[src/rtl/ioport_pkg.sv]
package ioport_pkg;
  localparam int unsigned LANE_W = 8;

  typedef enum logic {
    EDGE_RISE_ONLY = 1'b0,
    EDGE_ANY       = 1'b1
  } edge_mode_e;

  // rising edge of the pin level always counts; falling edge only in EDGE_ANY
  function automatic logic edge_qualifies(input logic prev_lvl,
                                          input logic cur_lvl,
                                          input edge_mode_e mode);
    logic rise;
    logic fall;
    rise = !prev_lvl && cur_lvl;
    fall = prev_lvl && !cur_lvl;
    return rise || ((mode == EDGE_ANY) && fall);
  endfunction

  // a new event has priority over an acknowledge in the same cycle
  function automatic logic next_pending(input logic pend,
                                        input logic hit,
                                        input logic ack);
    logic nxt;
    if (hit)      nxt = 1'b1;
    else if (ack) nxt = 1'b0;
    else          nxt = pend;
    return nxt;
  endfunction

  // read value is the inverse of the pin level
  function automatic logic [2*LANE_W-1:0] invert_level(input logic [2*LANE_W-1:0] lvl);
    return ~lvl;
  endfunction
endpackage

[src/rtl/ioport_latch.sv]
module ioport_latch #(
  parameter int unsigned LANES  = 2,
  parameter int unsigned LANE_W = 8,
  localparam int unsigned W = LANES * LANE_W
) (
  input  logic              clk,
  input  logic              rst_n,
  input  logic [LANES-1:0]  lane_we,
  input  logic [LANE_W-1:0] wr_data,
  output logic [W-1:0]      q
);
  for (genvar g = 0; g < LANES; g++) begin : g_lane
    always_ff @(posedge clk or negedge rst_n) begin
      if (!rst_n)          q[g*LANE_W +: LANE_W] <= '0;
      else if (lane_we[g]) q[g*LANE_W +: LANE_W] <= wr_data;
    end
  end
endmodule

[src/rtl/ioport_sync.sv]
module ioport_sync #(
  parameter int unsigned W      = 16,
  parameter int unsigned STAGES = 2
) (
  input  logic         clk,
  input  logic         rst_n,
  input  logic [W-1:0] d,
  output logic [W-1:0] q
);
  logic [W-1:0] chain [STAGES];

  // reset to all ones: released lines float high
  always_ff @(posedge clk or negedge rst_n) begin
    if (!rst_n) begin
      for (int s = 0; s < STAGES; s++) chain[s] <= '1;
    end else begin
      chain[0] <= d;
      for (int s = 1; s < STAGES; s++) chain[s] <= chain[s-1];
    end
  end

  assign q = chain[STAGES-1];
endmodule

[src/rtl/ioport_irq.sv]
module ioport_irq
  import ioport_pkg::*;
(
  input  logic       clk,
  input  logic       rst_n,
  input  logic       lvl,
  input  edge_mode_e mode,
  input  logic       ack,
  output logic       pending,
  output logic       rise_o,
  output logic       fall_o,
  output logic       hit_o
);
  logic prev_lvl;

  always_ff @(posedge clk or negedge rst_n) begin
    if (!rst_n) prev_lvl <= 1'b1;
    else        prev_lvl <= lvl;
  end

  assign rise_o = !prev_lvl && lvl;
  assign fall_o = prev_lvl && !lvl;
  assign hit_o  = edge_qualifies(prev_lvl, lvl, mode);

  always_ff @(posedge clk or negedge rst_n) begin
    if (!rst_n) pending <= 1'b0;
    else        pending <= next_pending(pending, hit_o, ack);
  end
endmodule

[src/rtl/ioport_par.sv]
module ioport_par
  import ioport_pkg::*;
#(
  parameter int unsigned IRQ_LINE    = 0,
  parameter int unsigned SYNC_STAGES = 2
) (
  input  logic        clk,
  input  logic        rst_n,
  input  logic        wr_lo,
  input  logic        wr_hi,
  input  logic [7:0]  wr_data,
  input  logic        irq_ack,
  input  logic        edge_any,
  input  logic [15:0] pad_in,
  output logic [15:0] pad_oe,
  output logic [15:0] pad_out,
  output logic [15:0] rd_data,
  output logic        irq_req
);
  localparam int unsigned LANES = 2;
  localparam int unsigned LINES = LANES * LANE_W;

  logic [LINES-1:0] pin_sync;
  logic             evt_rise;
  logic             evt_fall;
  logic             evt_hit;
  logic             pend;

  ioport_latch #(.LANES(LANES), .LANE_W(LANE_W)) u_latch (
    .clk     (clk),
    .rst_n   (rst_n),
    .lane_we ({wr_hi, wr_lo}),
    .wr_data (wr_data),
    .q       (pad_oe)
  );

  ioport_sync #(.W(LINES), .STAGES(SYNC_STAGES)) u_sync (
    .clk   (clk),
    .rst_n (rst_n),
    .d     (pad_in),
    .q     (pin_sync)
  );

  ioport_irq u_irq (
    .clk     (clk),
    .rst_n   (rst_n),
    .lvl     (pin_sync[IRQ_LINE]),
    .mode    (edge_mode_e'(edge_any)),
    .ack     (irq_ack),
    .pending (pend),
    .rise_o  (evt_rise),
    .fall_o  (evt_fall),
    .hit_o   (evt_hit)
  );

  assign pad_out = '0;
  assign rd_data = invert_level(pin_sync);
  assign irq_req = pend;
endmodule

[config.mk]
export PLATFORM = sky130hd
export DESIGN_NAME = ioport_par
export DESIGN_NICKNAME = d
export VERILOG_FILES = /design/src/rtl/ioport_pkg.sv /design/src/rtl/ioport_latch.sv /design/src/rtl/ioport_sync.sv /design/src/rtl/ioport_irq.sv /design/src/rtl/ioport_par.sv
export SDC_FILE = /design/constraint.sdc
export NUM_CORES = 1
export LEC_CHECK = 0
export ABC_AREA = 1
export BUFFER_PORTS_ARGS = -buffer_cell sky130_fd_sc_hd__buf_2
export CAP_MARGIN = 5
export CORE_ASPECT_RATIO = 0.8
export CORE_MARGIN = 2
export CORE_UTILIZATION = 41
export CTS_CLUSTER_DIAMETER = 30
export DETAILED_ROUTE_END_ITERATION = 12
export PLACE_DENSITY = 0.75
export SLEW_MARGIN = 20
export SYNTH_ARGS = -nofsm -noshare
export SYNTH_HDL_FRONTEND = slang
export SYNTH_SLANG_ARGS = --single-unit
[constraint.sdc]
create_clock -name clk -period 0.9 [get_ports clk]
set_clock_uncertainty 0.05 [all_clocks]
set_input_delay 0.09 -clock clk [delete_from_list [all_inputs] [get_ports clk]]
set_output_delay 0.09 -clock clk [all_outputs]
set_load 0.005 [all_outputs]
Yosys cells after proc, flatten, opt, wreduce, memory -nomap -nowiden. Index checks and enable logic that the tools add are counted.

Magnitude comparators: 0. Shifts and indexed selects: 0. Divide/modulo/power cells: 0. Bitwise logic cells: 1. Multiply operators: 0. Add/sub/neg operators: 0. Muxes and demuxes: 2. Equal/unequal tests: 0. Reductions and logical operators: 7.

Operators with widths (count): $not 16->16 (1); $logic_and 1x1->1 (3); $logic_not 1->1 (2); $mux 1 (2); $reduce_bool 2->1 (1); $logic_or 1x1->1 (1).

Word-level logic and storage cells: 16. Memories: 0. Output and inout bits: 49. Memory bits (writable): 0. Bits in latches: 0. Bits in registers: 50. ROM bits: 0.

Logic depth before layout (Yosys ltp).
Depth after elaboration: 5. Gate-level depth with buffers: 3. Mapped depth without buffers: 3.

By module. A second synthesis with hierarchy kept.

Cell total of the unflattened synthesis: 161. Area, all modules: 1846.8 um^2.

By module, submodules not included: ioport_sync (cells an instance 48, area an instance 960.9 um^2, times used 1); ioport_latch (cells an instance 68, area an instance 610.6 um^2, times used 1); ioport_par (cells an instance 33, area an instance 183.9 um^2, times used 1); ioport_irq (cells an instance 12, area an instance 91.3 um^2, times used 1).

Worst setup path before layout. No wires, ideal clock.

Path kind: register to register. Start point: register u_sync.chain (netlist bit u_sync.q[0]). End point: register u_irq.pending. Arrival time: 676 ps. Path buffers: 0. Setup time: 124 ps. Cell stages (with the launch flop): 4. Slack: 49 ps. Required time: 726 ps. Path through: dfstp_2 inv_1 nand3_1 nand3_1.

Word-level cells in the longest chain between the ends: 5.

RTL lines: start: declaration (RTL line ioport_sync.sv:10) `logic [W-1:0] chain [STAGES];`; $logic_not 1->1; $logic_and 1x1->1; $logic_and 1x1->1 (RTL line ioport_pkg.sv:17) `return rise || ((mode == EDGE_ANY) && fall);`; $logic_or 1x1->1 (*) (RTL line ioport_pkg.sv:17); $mux 1 / $reduce_bool 2->1 (equally long branches); end signal: assignment (RTL line ioport_irq.sv:27) `else pending <= next_pending(pending, hit_o, ack);`; end: declaration (RTL line ioport_irq.sv:9) `output logic pending,`.

Every way passes the cells marked *; elsewhere a longest branch is shown, timed or not. A chain may end at the register's enable or synchronous reset.

Worst setup path in the final report.
Start point: register u_sync.chain (netlist bit u_sync.q[0]). End point: output rd_data[0].

Word-level cells in the longest chain between the ends: 1.

RTL lines: $not 16->16 (RTL line ioport_pkg.sv:33) `return ~lvl;`; end: declaration (RTL line ioport_par.sv:17) `output logic [15:0] rd_data,`.

Every way passes these cells.

==> results <==
- For this run, the slowest stage of the critical path takes 0.55 ns.
- The initial cell density of the core is 42.1%.
- In this run the power density over the cells is between 1500 and 2000 mW/mm2.
- The DRC marker count from the first detailed-route iteration is 32.
- The biggest area contributor in the post-synthesis netlist is sky130_fd_sc_hd__dfstp_2.
- The master cell of the clock root buffer is sky130_fd_sc_hd__clkbuf_8.
- The worst reg2reg path endpoint is u_latch.q[2].
- In this run the cell area measured after placement is 0.00204 mm2.
- STA puts the critical path data required time at 0.76 ns.
- The period utilization is 126%.
- The proportion of synthesized area in mux cells is 0%.
- The initial antenna violation count is 0.
- For the worst setup path, the data arrival time is 0.99 ns.
- In the final timing run, aggregate negative setup slack is -4.21 ns.
- The floorplan has 21 rows.
- The total iterations of the first detailed-routing run is 4.
- The number of clock buffers inserted by TritonCTS is 5.
- After Yosys synthesis, and, or, nand and nor cells account for 4.50% of the synthesized area.
- The number of buffer and inverter instances along the worst setup path is 2.
- By area the synthesized netlist is led by sky130_fd_sc_hd__dfstp_2 (50%), sky130_fd_sc_hd__dfrtp_1 (25%), sky130_fd_sc_hd__inv_1 (7.4%).
- Of the synthesized area, sequential elements account for 75.0%.
- After Yosys synthesis, XOR and XNOR cells account for 0% of the synthesized area.
- The slowest stage of the critical path is the sky130_fd_sc_hd__dfstp_2 cell.
- Measured along the x axis, the die boundary spans 76.5 um.
- For this run, the post-layout net count is 278.
- The wire length of the first global-routing pass is 4710 um.
- The wire-length estimate of the detail-placed layout is 1850 um.
- The cell depth of the worst setup path is 2.
- The detailed-route DRC error count is 0.
- The flip-flop cell with the highest count after synthesis is sky130_fd_sc_hd__dfstp_2.
- Global routing used about an eighth of the available tracks across all layers.
- In this run the mean area of a mapped cell was 12.4 um2.
- The worst path in the final design needs a cycle of 1.13 ns, including I/O delays and setup.
- During synthesis, Yosys emitted a total of 0 warnings.
- The clock tree buffer depth is 2.
- After synthesis, the most frequently instantiated cells are sky130_fd_sc_hd__inv_1 (34), sky130_fd_sc_hd__dfstp_2 (33), sky130_fd_sc_hd__nand2_1 (18).
- For this design, the sink count on the clock tree is 50.
- The core outline area is 0.00410 mm2.
- The register-to-register path setup slack is 0 ns.
- The share of final-layout standard cells stronger than drive strength 1 is 53.8%.
- The number of flops mapped to enable cells by yosys is 0.
- In this run the cell area of the synthesized design comes to 0.00172 mm2.
- The register clock-pin slew on the reported worst setup and hold paths is about 0.09 ns.
- The last element of the critical path is rd_data[0].
- In this run the number of H-tree levels came out at 2.
- For this run, asynchronously set or reset flops after synthesis account for 100%.
- After synthesis, the largest area contributor takes up 50.3% of total cell area.
- The launching element type of the critical path is a flop.
- The critical path goes through inv_2 -> buf_6.
- The compound-cell area share of the yosys netlist is between 4 and 5%.
- The area growth from synthesis to layout is 50.0%.
- The number of global-route vias before repair is 1,058.
- The number of buffers inserted by port buffering is 62.
- The count of boundary I/O pins is 79.
- The family of cells with the greatest summed delay on the critical path is flip-flops.
- The worst register-to-register path has a depth of 4.
- The number of diodes added for antenna fixing is 0.
- In this run the critical register-to-register path is launched from u_latch.q[2].
- Setup violations remaining at the end of the flow were counted as 34.
- For this run, the top clock speed supported by timing is 885 MHz.
- VDD sags by at most around 1.4 mV.
- The global-route congestion overflow total is 0.
- In the final routed layout, each cell accounts on average for 10.6 um.
- Across the run, the number of max-cap violations was 0.
- TritonCTS built the clock tree.
- The count of final hold-check violations came to 0.
- The checks that failed: negative setup slack.
- The most frequent cell after synthesis is sky130_fd_sc_hd__inv_1.
- Setup repair after global routing could not meet its margin everywhere.
- The via count is 1,186.
- The final critical-path setup slack is -0.230 ns.
- The netlist uses 9 different library cells.
- The number of storage elements in the synthesis netlist is 50.
- Once detail routing completed, the nets flagged for antenna violations numbered 0.
- The synthesized netlist cell count is 139.
- The final count of pins violating max slew was 0.
- The number of vias per cell after detailed routing is 3.88.
- The analysis attributes to cell leakage a power of 1.34 nW.
- The maximum fanout encountered on the critical timing path is 2.
- The total detailed-routing wirelength is 3250 um.
- The arithmetic-cell share of the synthesized area counting full adders, half adders and majority gates is 0%.
- The final non-filler cell area is 0.00259 mm2.
- STA classifies the critical path endpoint as an output pin.
- The worst setup path is of the flop to output pin kind.
- The maximum number of pins on one net before global-route repair is 51.
- The worst min-delay path class is primary input to flop.
- The routability congestion estimate from global placement is roughly 0.6.
- The largest family of logic cells by synthesized area is buffers and inverters.
- The clock latency of the later-clocked register in the worst-skew pair is 0.30 ns.
- The full die area is 0.00474 mm2.
- The floorplan step set the die height to 62 um.
- The flow ran to the end, but the final reports show violations.
- The startpoint of the most critical setup path is u_sync.q[0].
-- worst reg2reg max path: stages, from the launching register on --
cell                      delay [ns]
sky130_fd_sc_hd__dfrtp_1        0.40
sky130_fd_sc_hd__buf_4          0.14
sky130_fd_sc_hd__buf_4          0.12
sky130_fd_sc_hd__inv_1          0.04
sky130_fd_sc_hd__o21ai_1        0.05
-- sequential cells by signal (all words and copies together) (netlist names) --
| signal | flops |
|---|---|
| u_sync.chain | 16 |
| u_irq.prev_lvl | 1 |
| u_sync.q | 16 |
| u_irq.pending | 1 |
| u_latch.q | 16 |
-- cell families (layout without fill, tap and decap cells) --
kind of cell,after synthesis,after routing
other,1,16
buffers and inverters,52,147
DFF,50,50
AOI/OAI and AO/OA,16,16
and+or+nand+nor,20,20
-- where the power goes --
part	internal [mW]	leakage, nW	switching (mW)
Combinational	0.335	0.736	0.237
Sequential	2.45	0.553	0.0628
Clock	0.572	0.0491	0.764
Total	3.36	1.34	1.06
-- placed cells by master (no fill, tap or decap) --
cell                            instances
sky130_fd_sc_hd__clkinv_4               1
sky130_fd_sc_hd__dfstp_2               33
sky130_fd_sc_hd__clkbuf_8               5
sky130_fd_sc_hd__conb_1                16
sky130_fd_sc_hd__inv_6                  2
sky130_fd_sc_hd__o21ai_0               13
sky130_fd_sc_hd__nand2_1               18
sky130_fd_sc_hd__buf_12                 1
sky130_fd_sc_hd__dfrtp_1               17
sky130_fd_sc_hd__buf_4                 15
sky130_fd_sc_hd__dlygate4sd3_1         27
sky130_fd_sc_hd__inv_1                 19
sky130_fd_sc_hd__o21ai_1                3
sky130_fd_sc_hd__buf_2                 51
sky130_fd_sc_hd__inv_2                 15
sky130_fd_sc_hd__buf_6                 11
sky130_fd_sc_hd__nand3_1                2
-- worst min-delay path by stage --
stage / startpoint / endpoint / slack [ns] / cells past startpoint
2_1_floorplan: rst_n / u_irq.pending / -0.26 / 0
3_3_place_gp: rst_n / u_irq.pending / 0.04 / 2
3_5_place_dp: rst_n / u_irq.pending / 0.04 / 2
4_1_cts: wr_hi / u_latch.q[11] / 0.09 / 3
5_1_grt: wr_lo / u_latch.q[4] / 0.1 / 3
6_report: wr_lo / u_latch.q[4] / 0.09 / 3
-- layer usage --
| metal | up-vias | global-route usage, % | share of wire (%) |
|---|---|---|---|
| met5 | - | 0 | 0 |
| met4 | 0 | 3.12 | 0.28 |
| met3 | 2 | 6.65 | 7.1 |
| met2 | 45 | 24.1 | 55 |
| met1 | 549 | 14.5 | 38 |
| li1 | 590 | - | - |
-- what timing repair did --
item,in CTS,in global routing
gates resized for setup,3,26
hold endpoints to repair,83,0
endpoints found under the setup margin,33,34
hold buffers,27,0
buffers inserted,7,8
-- metrics by stage --
stage / total power, mW / util, % / instances / setup WS, ns / hold slack, ns
floorplan: 2.71 / - / 154 / 0.0495 / -0.256
global placement: 2.88 / 49.8 / 256 / 0.0584 / 0.0383
detailed placement: 2.90 / 49.8 / 256 / 0.0404 / 0.0403
CTS: 4.37 / 60.0 / 298 / -0.241 / 0.0944
global route: 4.67 / 63.1 / 306 / -0.278 / 0.0953
finish: 4.42 / 63.1 / 306 / -0.230 / 0.0897
-- layout make-up --
cell class | instances | area (um2)
Fill cell | 351 | 1510
Sequential cell | 50 | 1290
Timing Repair Buffer | 105 | 782
Multi-Input combinational cell | 52 | 218
Inverter | 34 | 128
Tap cell | 57 | 71.3
Clock buffer | 5 | 68.8
Clock inverter | 3 | 26.3
No activity file was read; power rests on OpenSTA's default activity.
